$ cat config.mk
export PLATFORM = sky130hd
export DESIGN_NAME = sec_alarm_timer
export DESIGN_NICKNAME = d
export VERILOG_FILES = /design/src/rtl/sat_pkg.sv /design/src/rtl/sat_regs.sv /design/src/rtl/sat_counter.sv /design/src/rtl/sat_alarm.sv /design/src/rtl/sec_alarm_timer.sv
export SDC_FILE = /design/constraint.sdc
export NUM_CORES = 1
export LEC_CHECK = 0
export ABC_CLOCK_PERIOD_IN_PS = 3760
export BUFFER_PORTS_ARGS = -buffer_cell sky130_fd_sc_hd__buf_2
export CAP_MARGIN = 20
export CORE_UTILIZATION = 25
export DETAILED_ROUTE_END_ITERATION = 16
export GPL_TIMING_DRIVEN = 1
export HOLD_SLACK_MARGIN = 0.15
export PLACE_DENSITY_LB_ADDON = 0.2
export SLEW_MARGIN = 20
export SYNTH_ARGS = -nofsm -noshare
export SYNTH_HDL_FRONTEND = slang
export SYNTH_SLANG_ARGS = --single-unit
$ cat constraint.sdc
create_clock -name clk -period 3.76 [get_ports clk]
set_clock_uncertainty 0.1 [all_clocks]
set_input_delay 0.752 -clock clk [delete_from_list [all_inputs] [get_ports clk]]
set_output_delay 0.752 -clock clk [all_outputs]
set_load 0.005 [all_outputs]
$ cat src/rtl/sat_pkg.sv
// Package for the seconds counter with alarm.
// Holds the register word indices, the control bit positions and the control field type.
// Assumes the byte address is word-aligned, so the word index is bus_addr[ADDR_W-1:2].
package sat_pkg;
    localparam int IDX_CTRL   = 0;
    localparam int IDX_LOAD   = 1;
    localparam int IDX_ALARM  = 2;
    localparam int IDX_MASK   = 8;
    localparam int IDX_CLEAR  = 9;
    localparam int IDX_STATUS = 12;
    localparam int IDX_TIME   = 13;

    localparam int BIT_ALARM_EN = 0;
    localparam int BIT_REF_SEL  = 8;
    localparam int BIT_RUN      = 12;

    typedef struct packed {
        logic run;
        logic ref_sel;
        logic alarm_en;
    } ctrl_t;
endpackage

$ cat src/rtl/sat_regs.sv
// Register file: decodes writes, holds the control word, alarm value and mask,
// produces the load and clear strobes, and muxes read data.
// Assumes at most one write per cycle. Reads are combinational.
module sat_regs
    import sat_pkg::*;
#(
    parameter int DATA_W = 32,
    parameter int ADDR_W = 6
) (
    input  logic              clk,
    input  logic              rst_n,
    input  logic              bus_we,
    input  logic [ADDR_W-1:0] bus_addr,
    input  logic [DATA_W-1:0] bus_wdata,
    input  logic [DATA_W-1:0] cnt_i,
    input  logic              stat_i,
    output logic [DATA_W-1:0] bus_rdata,
    output ctrl_t             ctrl_o,
    output logic [DATA_W-1:0] alarm_o,
    output logic              mask_o,
    output logic              load_we_o,
    output logic              clr_o
);
    localparam int IDX_W = ADDR_W - 2;

    logic              aligned;
    logic [IDX_W-1:0]  idx;
    logic              wr_ctrl, wr_alarm, wr_mask;

    // Split the address into the alignment check and the word index.
    always_comb begin
        aligned = (bus_addr[1:0] == 2'b00);
        idx     = bus_addr[ADDR_W-1:2];
    end

    // Decode the write strobes for each register.
    always_comb begin
        wr_ctrl   = bus_we && aligned && (idx == IDX_W'(IDX_CTRL));
        wr_alarm  = bus_we && aligned && (idx == IDX_W'(IDX_ALARM));
        wr_mask   = bus_we && aligned && (idx == IDX_W'(IDX_MASK));
        load_we_o = bus_we && aligned && (idx == IDX_W'(IDX_LOAD));
        clr_o     = bus_we && aligned && (idx == IDX_W'(IDX_CLEAR)) && bus_wdata[0];
    end

    // Hold the control word, alarm value and mask. Reset leaves the alarm masked.
    always_ff @(posedge clk) begin
        if (!rst_n) begin
            ctrl_o  <= '0;
            alarm_o <= '0;
            mask_o  <= 1'b1;
        end else begin
            if (wr_ctrl) begin
                ctrl_o.alarm_en <= bus_wdata[BIT_ALARM_EN];
                ctrl_o.ref_sel  <= bus_wdata[BIT_REF_SEL];
                ctrl_o.run      <= bus_wdata[BIT_RUN];
            end
            if (wr_alarm) alarm_o <= bus_wdata;
            if (wr_mask)  mask_o  <= bus_wdata[0];
        end
    end

    // Select the read data. Unmapped and unaligned addresses return zero.
    always_comb begin
        bus_rdata = '0;
        if (aligned) begin
            if (idx == IDX_W'(IDX_CTRL)) begin
                bus_rdata[BIT_ALARM_EN] = ctrl_o.alarm_en;
                bus_rdata[BIT_REF_SEL]  = ctrl_o.ref_sel;
                bus_rdata[BIT_RUN]      = ctrl_o.run;
            end else if (idx == IDX_W'(IDX_LOAD) || idx == IDX_W'(IDX_TIME)) begin
                bus_rdata = cnt_i;
            end else if (idx == IDX_W'(IDX_ALARM)) begin
                bus_rdata = alarm_o;
            end else if (idx == IDX_W'(IDX_MASK)) begin
                bus_rdata[0] = mask_o;
            end else if (idx == IDX_W'(IDX_STATUS)) begin
                bus_rdata[0] = stat_i;
            end
        end
    end

    // the mask is set in the cycle after reset.
    a_r1_mask_reset: assert property (@(posedge clk) !rst_n |=> mask_o);
    // the control word changes only on a write.
    a_r2_ctrl_write: assert property (@(posedge clk) disable iff (!rst_n)
        !bus_we |=> $stable(ctrl_o));
endmodule

$ cat src/rtl/sat_counter.sv
// Seconds counter: loads from the bus and steps once per enabled tick.
// GRAY_CODED picks a binary or a Gray-code step. A load wins over a tick.
// Assumes the tick is one cycle wide per second.
module sat_counter #(
    parameter int DATA_W     = 32,
    parameter bit GRAY_CODED = 1'b0
) (
    input  logic              clk,
    input  logic              rst_n,
    input  logic              tick_i,
    input  logic              run_i,
    input  logic              load_we_i,
    input  logic [DATA_W-1:0] load_val_i,
    output logic [DATA_W-1:0] cnt_q
);
    logic [DATA_W-1:0] inc_val;

    // Convert a Gray code to binary by xor-ing down from the top bit.
    function automatic logic [DATA_W-1:0] gray2bin(input logic [DATA_W-1:0] g);
        logic [DATA_W-1:0] b;
        b[DATA_W-1] = g[DATA_W-1];
        for (int i = DATA_W - 2; i >= 0; i--) b[i] = b[i+1] ^ g[i];
        return b;
    endfunction

    generate
        if (GRAY_CODED) begin : g_gray
            logic [DATA_W-1:0] bin_next;
            // Step the Gray code: decode, add one, encode again.
            always_comb begin
                bin_next = gray2bin(cnt_q) + 1'b1;
                inc_val  = bin_next ^ (bin_next >> 1);
            end
            // one enabled step changes exactly one bit.
            a_r6_one_bit: assert property (@(posedge clk) disable iff (!rst_n)
                (tick_i && run_i && !load_we_i) |=> $countones(cnt_q ^ $past(cnt_q)) == 1);
        end else begin : g_bin
            // Plain binary increment.
            always_comb inc_val = cnt_q + 1'b1;
            // all ones wraps to zero.
            a_r5_wrap: assert property (@(posedge clk) disable iff (!rst_n)
                (tick_i && run_i && !load_we_i && (&cnt_q)) |=> (cnt_q == '0));
        end
    endgenerate

    // Update the count: reset, load, or step on an enabled tick.
    always_ff @(posedge clk) begin
        if (!rst_n)                 cnt_q <= '0;
        else if (load_we_i)         cnt_q <= load_val_i;
        else if (tick_i && run_i)   cnt_q <= inc_val;
    end

    // a load shows on the next cycle.
    a_r3_load: assert property (@(posedge clk) disable iff (!rst_n)
        load_we_i |=> (cnt_q == $past(load_val_i)));
    // the count holds without an enabled tick.
    a_r4_hold: assert property (@(posedge clk) disable iff (!rst_n)
        (!load_we_i && !(tick_i && run_i)) |=> $stable(cnt_q));
endmodule

$ cat src/rtl/sat_alarm.sv
// Alarm compare and interrupt: sets a sticky status on a matching tick and
// gates the interrupt with the enable and mask bits.
// Assumes the count and the alarm value use the same encoding, so equality holds in either code.
module sat_alarm #(
    parameter int DATA_W = 32
) (
    input  logic              clk,
    input  logic              rst_n,
    input  logic              tick_i,
    input  logic              alarm_en_i,
    input  logic              mask_i,
    input  logic [DATA_W-1:0] cnt_i,
    input  logic [DATA_W-1:0] alarm_i,
    input  logic              clr_i,
    output logic              stat_o,
    output logic              irq_o
);
    logic armed, hit;

    // Detect a hit: enabled, armed (nonzero alarm), on a tick, with equal values.
    always_comb begin
        armed = (alarm_i != '0);
        hit   = tick_i && alarm_en_i && armed && (cnt_i == alarm_i);
    end

    // Sticky status. A new hit wins over a clear in the same cycle.
    always_ff @(posedge clk) begin
        if (!rst_n) stat_o <= 1'b0;
        else        stat_o <= hit || (stat_o && !clr_i);
    end

    // Drive the interrupt line from the status, the enable and the mask.
    always_comb irq_o = stat_o && alarm_en_i && !mask_i;

    // a status bit, once set, stays set until a clear.
    a_r7_sticky: assert property (@(posedge clk) disable iff (!rst_n)
        (stat_o && !clr_i) |=> stat_o);
    // an alarm of zero never raises the status.
    a_r8_disarmed: assert property (@(posedge clk) disable iff (!rst_n)
        (alarm_i == '0 && !stat_o) |=> !stat_o);
    // a masked or disabled alarm keeps the line low.
    a_r9_gate: assert property (@(posedge clk) disable iff (!rst_n)
        (mask_i || !alarm_en_i) |-> !irq_o);
    // the status falls only after a clear.
    a_r10_clear: assert property (@(posedge clk) disable iff (!rst_n)
        $fell(stat_o) |-> $past(clr_i));
endmodule

$ cat src/rtl/sec_alarm_timer.sv
// Top level of the seconds counter with alarm.
// Wires the register file, the counter and the alarm. Drives the reference
// select to the clock-selection logic outside the block.
// Assumes a single-cycle bus with a combinational read path.
module sec_alarm_timer
    import sat_pkg::*;
#(
    parameter int DATA_W     = 32,
    parameter int ADDR_W     = 6,
    parameter bit GRAY_CODED = 1'b0
) (
    input  logic              clk,
    input  logic              rst_n,
    input  logic              tick_i,
    input  logic              bus_we,
    input  logic [ADDR_W-1:0] bus_addr,
    input  logic [DATA_W-1:0] bus_wdata,
    output logic [DATA_W-1:0] bus_rdata,
    output logic              ref_sel_o,
    output logic              irq_o
);
    ctrl_t             ctrl;
    logic [DATA_W-1:0] alarm_val, cnt;
    logic              mask, load_we, clr, stat;

    sat_regs #(.DATA_W(DATA_W), .ADDR_W(ADDR_W)) u_regs (
        .clk(clk), .rst_n(rst_n), .bus_we(bus_we), .bus_addr(bus_addr),
        .bus_wdata(bus_wdata), .cnt_i(cnt), .stat_i(stat), .bus_rdata(bus_rdata),
        .ctrl_o(ctrl), .alarm_o(alarm_val), .mask_o(mask),
        .load_we_o(load_we), .clr_o(clr)
    );

    sat_counter #(.DATA_W(DATA_W), .GRAY_CODED(GRAY_CODED)) u_counter (
        .clk(clk), .rst_n(rst_n), .tick_i(tick_i), .run_i(ctrl.run),
        .load_we_i(load_we), .load_val_i(bus_wdata), .cnt_q(cnt)
    );

    sat_alarm #(.DATA_W(DATA_W)) u_alarm (
        .clk(clk), .rst_n(rst_n), .tick_i(tick_i), .alarm_en_i(ctrl.alarm_en),
        .mask_i(mask), .cnt_i(cnt), .alarm_i(alarm_val), .clr_i(clr),
        .stat_o(stat), .irq_o(irq_o)
    );

    // Drive the reference select straight out of the control word.
    always_comb ref_sel_o = ctrl.ref_sel;
endmodule

==> Word-level counts from Yosys, hierarchy flattened <==
Index checks and enable logic that the tools add are counted.
W data, S select, Z words.
{ "classes": {"n_eq_ne": 7, "n_addsub": 1, "n_mux": 14, "n_reduce_logical": 22} }
{ "op_table": {"columns": ["operator", "n"], "rows": [
  ["$mux W32", 4],
  ["$add A32 B1 Y32 const B", 1],
  ["$eq A32 B32 Y1", 1],
  ["$reduce_bool A32 Y1", 1],
  ["$mux W31", 1],
  ["$mux W19", 1],
  ["$eq A4 B4 Y1 const B", 4],
  ["$logic_and A1 B1 Y1", 14],
  ["$mux W7", 1],
  ["$mux W1", 6],
  ["$eq A4 B1 Y1 const B", 1],
  ["$eq A4 B2 Y1 const B", 1],
  ["$logic_not A4 Y1", 1],
  ["$mux W3", 1],
  ["$logic_not A1 Y1", 2],
  ["$logic_not A2 Y1", 1],
  ["$logic_or A1 B1 Y1", 2],
  ["$reduce_bool A2 Y1", 1]
]} }
{ "word_totals": {"out_inout_bits": 34, "regBits": 69, "wordCells": 51} }

==> Depth between registers and ports, before layout <==
{ "depth": {"depth_word": 7, "ltp_mapped": 8, "mapped_depth_nobuf": 5} }

==> Cells and area by module <==
A second synthesis with hierarchy kept.
{ "hier_totals": {"cells_unflattened": 547, "hier_area_um2": 4215.3} }
{ "by_module_without_submodules": {"columns": ["module", "cells_per_inst", "seq_area_each_um2", "n_inst", "area_per_inst_um2"], "rows": [
  ["sat_regs", 257, 720.7, 1, 1948.1],
  ["sat_counter", 230, 640.6, 1, 1808.0],
  ["sat_alarm", 60, 20.0, 1, 459.2]
]} }

==> Worst setup path after synthesis <==
Ideal clock, no wire load.
{ "synth_path": {"path_type": "input port to output port", "start": "in bus_addr[5]", "end": "out bus_rdata[21]", "cell_stages": 7, "arrival_ns": 2.319, "path_buffers": 3, "slack_ns": 0.589, "path_cell_list": "clkbuf_1 nor3_1 and2_1 clkbuf_1 clkbuf_1 a22oi_1 nor2_1"} }
{ "synth_between": {"elab_chain_len": 5} }
{ "synth_lines": {"columns": ["item", "line_no", "text"], "rows": [
  ["start, declared", "sec_alarm_timer.sv:16", "input logic [ADDR_W-1:0] bus_addr,"],
  ["$eq A4 B2 Y1, or another cell as far along", "sat_regs.sv:72", "end else if (idx == IDX_W'(IDX_ALARM)) begin"],
  ["$mux W31 or $logic_or A1 B1 Y1 (tied branches)", "sat_regs.sv:72, sat_regs.sv:70", null],
  ["$mux W32", "sat_regs.sv:70", "end else if (idx == IDX_W'(IDX_LOAD) || idx == IDX_W'(IDX_TIME)) begin"],
  ["$mux W19 (*)", "sat_regs.sv:66", "if (idx == IDX_W'(IDX_CTRL)) begin"],
  ["$mux W32 (*)", "sat_regs.sv:65", "if (aligned) begin"],
  ["end, declared", "sec_alarm_timer.sv:18", "output logic [DATA_W-1:0] bus_rdata,"]
]} }
Mark *: on every way between the ends. The rest lies on a longest branch, timed or not.

==> Worst setup path after layout <==
{ "layout_path": {"start": "in bus_addr[5]", "end": "out bus_rdata[1]"} }
{ "layout_between": {"elab_chain_len": 5} }
{ "layout_lines": {"columns": ["item", "line_no"], "rows": [
  ["$eq A4 B2 Y1, or another cell as far along", "sat_regs.sv:72"],
  ["$mux W31 or $logic_or A1 B1 Y1 (tied branches)", "sat_regs.sv:72, sat_regs.sv:70"],
  ["$mux W32", "sat_regs.sv:70"],
  ["$mux W7 (*)", "sat_regs.sv:66"],
  ["$mux W32 (*)", "sat_regs.sv:65"]
]} }
Marks and branches as above.

==> out/qor.log <==
[critical_path] data required time of the critical path 2910 ps
[yosys] Syn Inst Count 535
[grt] via count of the first global-routing pass 3893
[clocking] number of clock buffers inserted by TritonCTS 9
[layout] layout cell share with drive strength beyond 1 0.180
[job] max capacitance violation total 0
[yosys] prevailing post-synth register cell sky130_fd_sc_hd__dfxtp_1
[sta] final hold violations 0
[grt] antenna violations before repair 0
[sta] sum of negative setup slack 0 ps
[route] vias after detailed routing 4028
[route] # DRC 0
[clocking] depth of the CTS H-tree 3
[layout] Antenna Cells 0
[die] DIE AREA 16700 um^2
[power_and_ir_drop] IR Drop Worst-Case VDD 0.000215 V
[route] average routed wire per standard cell 17.2 um
[yosys] number of enable flip-flop cells after synthesis 0
[sta] endpoints failing setup 0
[sta] slew of the pin with the lowest slew margin 854 ps
[grt] maximum number of pins on one net before global-route repair 65
[placement] final RePlAce weighted congestion 0.873
[layout] fill cell count 1752
[min_path] Worst Hold Depth 2
[die] I/O pin count 76
[layout] commonest non-fill, non-tap cell in the layout sky130_fd_sc_hd__nand2_1
[clocking] root buf cell sky130_fd_sc_hd__clkbuf_16
[route] router iterations before antenna repair 5
[die] DIE HEIGHT 129 um
[route] wire length on met2 6.42 mm
[yosys] Synth async-reset ratio 0
[critical_path] crit end category output port
[route] M1 wire length 6.53 mm
[critical_path] cell depth of the worst flop-to-flop path 5
[sta] worst slew margin relative to its limit 0.430
[placement] post-DP HPWL 9.72 mm
[power_and_ir_drop] clock network fraction of total power 0.509
[route] via density per instance 5.00
[critical_path] critical path start-end classification primary input to output port
[min_path] class of the most critical hold timing path flop to flop
[critical_path] worst path arrival time 2390 ps
[power_and_ir_drop] Logic pwr share 0.060
[critical_path] critical path fanouts, max 31
[grt] first-pass GRT wire length 21.9 mm
[power_and_ir_drop] Leak 1.71 nW
[layout] synthesis-to-layout area growth 18.9%
[power_and_ir_drop] net switching power figure 435 uW
[clocking] CTS tree done
[sta] post-layout minimum cycle time 3240 ps
[grt] All-Layer GR Usage 0.174
[placement] number of cells in the design after placement 789
[power_and_ir_drop] cell-internal power 1.29 mW
[power_and_ir_drop] portion of total power attributed to sequential cells 0.431
[sta] slack of the critical path 517 ps
[route] wire length reported by the detailed router 13.9 mm
[yosys] syn avg cell area 7.54 um^2
[yosys] number of distinct library cells after synthesis 42
[yosys] synth warn 0
[sta] share of the clock period used by the worst path after layout 0.862
[route] DR WL met3 766 um
[layout] area of combinational cells with multiple inputs 2390 um^2
[clocking] Longest Clk Path Bufs 2
[route] antenna-violating nets left 0
[grt] total overflow reported by the global router 0
[die] Die Span X 129 um
[sta] highest clock rate 308 MHz
[clocking] Clock Pin Slew Worst Setup and Hold Paths 60 ps
[route] starting DRC count in detailed routing 294
[layout] non-filler instance count after layout 805
[sta] RSZ-0062 raised after global routing false
[clocking] Setup Fix Bufs, Post-CTS 0
[clocking] Worst-Skew Late Latency 340 ps
[status] result of the run completed
[critical_path] worst setup slack for register-to-register paths 1040 ps
[clocking] number of gates resized after cts 0
[die] Core Area 15800 um^2
[placement] setup slack after placement 541 ps
[yosys] mapped cell area 4040 um^2
[clocking] clock sinks 69
[power_and_ir_drop] net switching fraction of the power 0.252
[yosys] register area share after synthesis 0.342
[power_and_ir_drop] power density over the cells 359 nW/um^2
[sta] Max Slew Vio Count 0
[placement] Port Buffer Count 75
[die] initial core utilization 0.255
[clocking] hold-fix buffers at CTS 0
[route] Highest Signal Layer met4
[layout] most frequent cells in the layout sky130_fd_sc_hd__nand2_1 (79), sky130_fd_sc_hd__buf_2 (75), sky130_fd_sc_hd__dfxtp_1 (69)
[layout] flip-flop and latch area 1380 um^2
[die] row count 46
[yosys] net count of the mapped netlist 578
[yosys] flop and latch count out of synthesis 69
[critical_path] startpoint class of the critical path primary input
[layout] Final nets 627
-- Yosys cell counts (5+ instances only) --
library cell	number	area share
sky130_fd_sc_hd__a21oi_1	51	0.063
sky130_fd_sc_hd__nor3_1	9	0.011
sky130_fd_sc_hd__a31oi_1	5	0.0077
sky130_fd_sc_hd__nand4_1	13	0.020
sky130_fd_sc_hd__o21ai_0	31	0.038
sky130_fd_sc_hd__a211oi_1	8	0.015
sky130_fd_sc_hd__nand3_1	20	0.025
sky130_fd_sc_hd__dfxtp_1	69	0.34
sky130_fd_sc_hd__inv_1	7	0.0065
sky130_fd_sc_hd__a22oi_1	29	0.054
sky130_fd_sc_hd__xor2_1	23	0.050
sky130_fd_sc_hd__clkbuf_1	30	0.028
sky130_fd_sc_hd__or3_1	6	0.0093
sky130_fd_sc_hd__nand2_1	79	0.073
sky130_fd_sc_hd__nor2_1	55	0.051
sky130_fd_sc_hd__xnor2_1	35	0.076
sky130_fd_sc_hd__nor4_1	19	0.029
-- area by class of cell --
type                       count  share of cell area
clock buffer                   9              0.0469
inverter                       8             0.00626
timing repair buffer          82              0.0892
tap                          216              0.0563
multi-input combinational    414               0.498
sequential                    69               0.288
clock inverter                 7              0.0156
-- metrics by stage --
step / area, um^2 / util / power [mW] / hold slack (ps)
after floorplan: 4040 / - / 0.810 / 357
after global routing: 4800 / 0.303 / 1.78 / 418
after CTS: 4800 / 0.303 / 1.73 / 407
after global placement: 4500 / 0.284 / 0.860 / 389
final: 4800 / 0.303 / 1.72 / 407
after detailed placement: 4500 / 0.284 / 0.862 / 393
-- state kept, by name, summed over array words and instances, names as in the netlist --
name	count
u_alarm.stat_o	1
u_counter.cnt_q	32
u_regs.alarm_o	32
u_regs.ctrl_o	3
u_regs.mask_o	1
-- critical path: stages --
cell,delay (ps)
sky130_fd_sc_hd__buf_2,150
sky130_fd_sc_hd__nor3_1,480
sky130_fd_sc_hd__and2_1,210
sky130_fd_sc_hd__buf_4,350
sky130_fd_sc_hd__a22oi_1,180
sky130_fd_sc_hd__nor2_1,140
sky130_fd_sc_hd__buf_2,120
-- layer usage --
layer,track usage,vias to the layer above
met3,0.0372,12
met5,0,-
met1,0.232,1912
met2,0.282,122
li1,-,1982
met4,0.0512,0
-- cells by family after synthesis --
group | share of synthesized area
buf+inv | 0.0670
mux | 0.00992
fa+ha+maj | 0.00310
xor+xnor | 0.126
compound gates | 0.195
simple gates | 0.257
flops | 0.342
-- power by group through the flow --
stage          registers [mW]  logic (mW)  clock network [mW]
4_1_cts                 0.742       0.104               0.888
3_5_place_dp            0.758       0.104                   0
3_3_place_gp            0.758       0.102                   0
5_1_grt                 0.742       0.114               0.921
2_1_floorplan           0.755      0.0549                   0
6_report                0.742       0.103               0.876
-- final timing paths --
kind | start | to
worst min-delay path | u_regs.mask_o$_SDFFE_PN1P_ | u_regs.mask_o$_SDFFE_PN1P_
worst max-delay path | bus_addr[5] | bus_rdata[1]
worst max register to register | u_counter.cnt_q[2]$_SDFFE_PN0P_ | u_counter.cnt_q[31]$_SDFFE_PN0P_
worst min register to register | u_regs.mask_o$_SDFFE_PN1P_ | u_regs.mask_o$_SDFFE_PN1P_
Note: power is estimated with default switching activity, not from simulation.
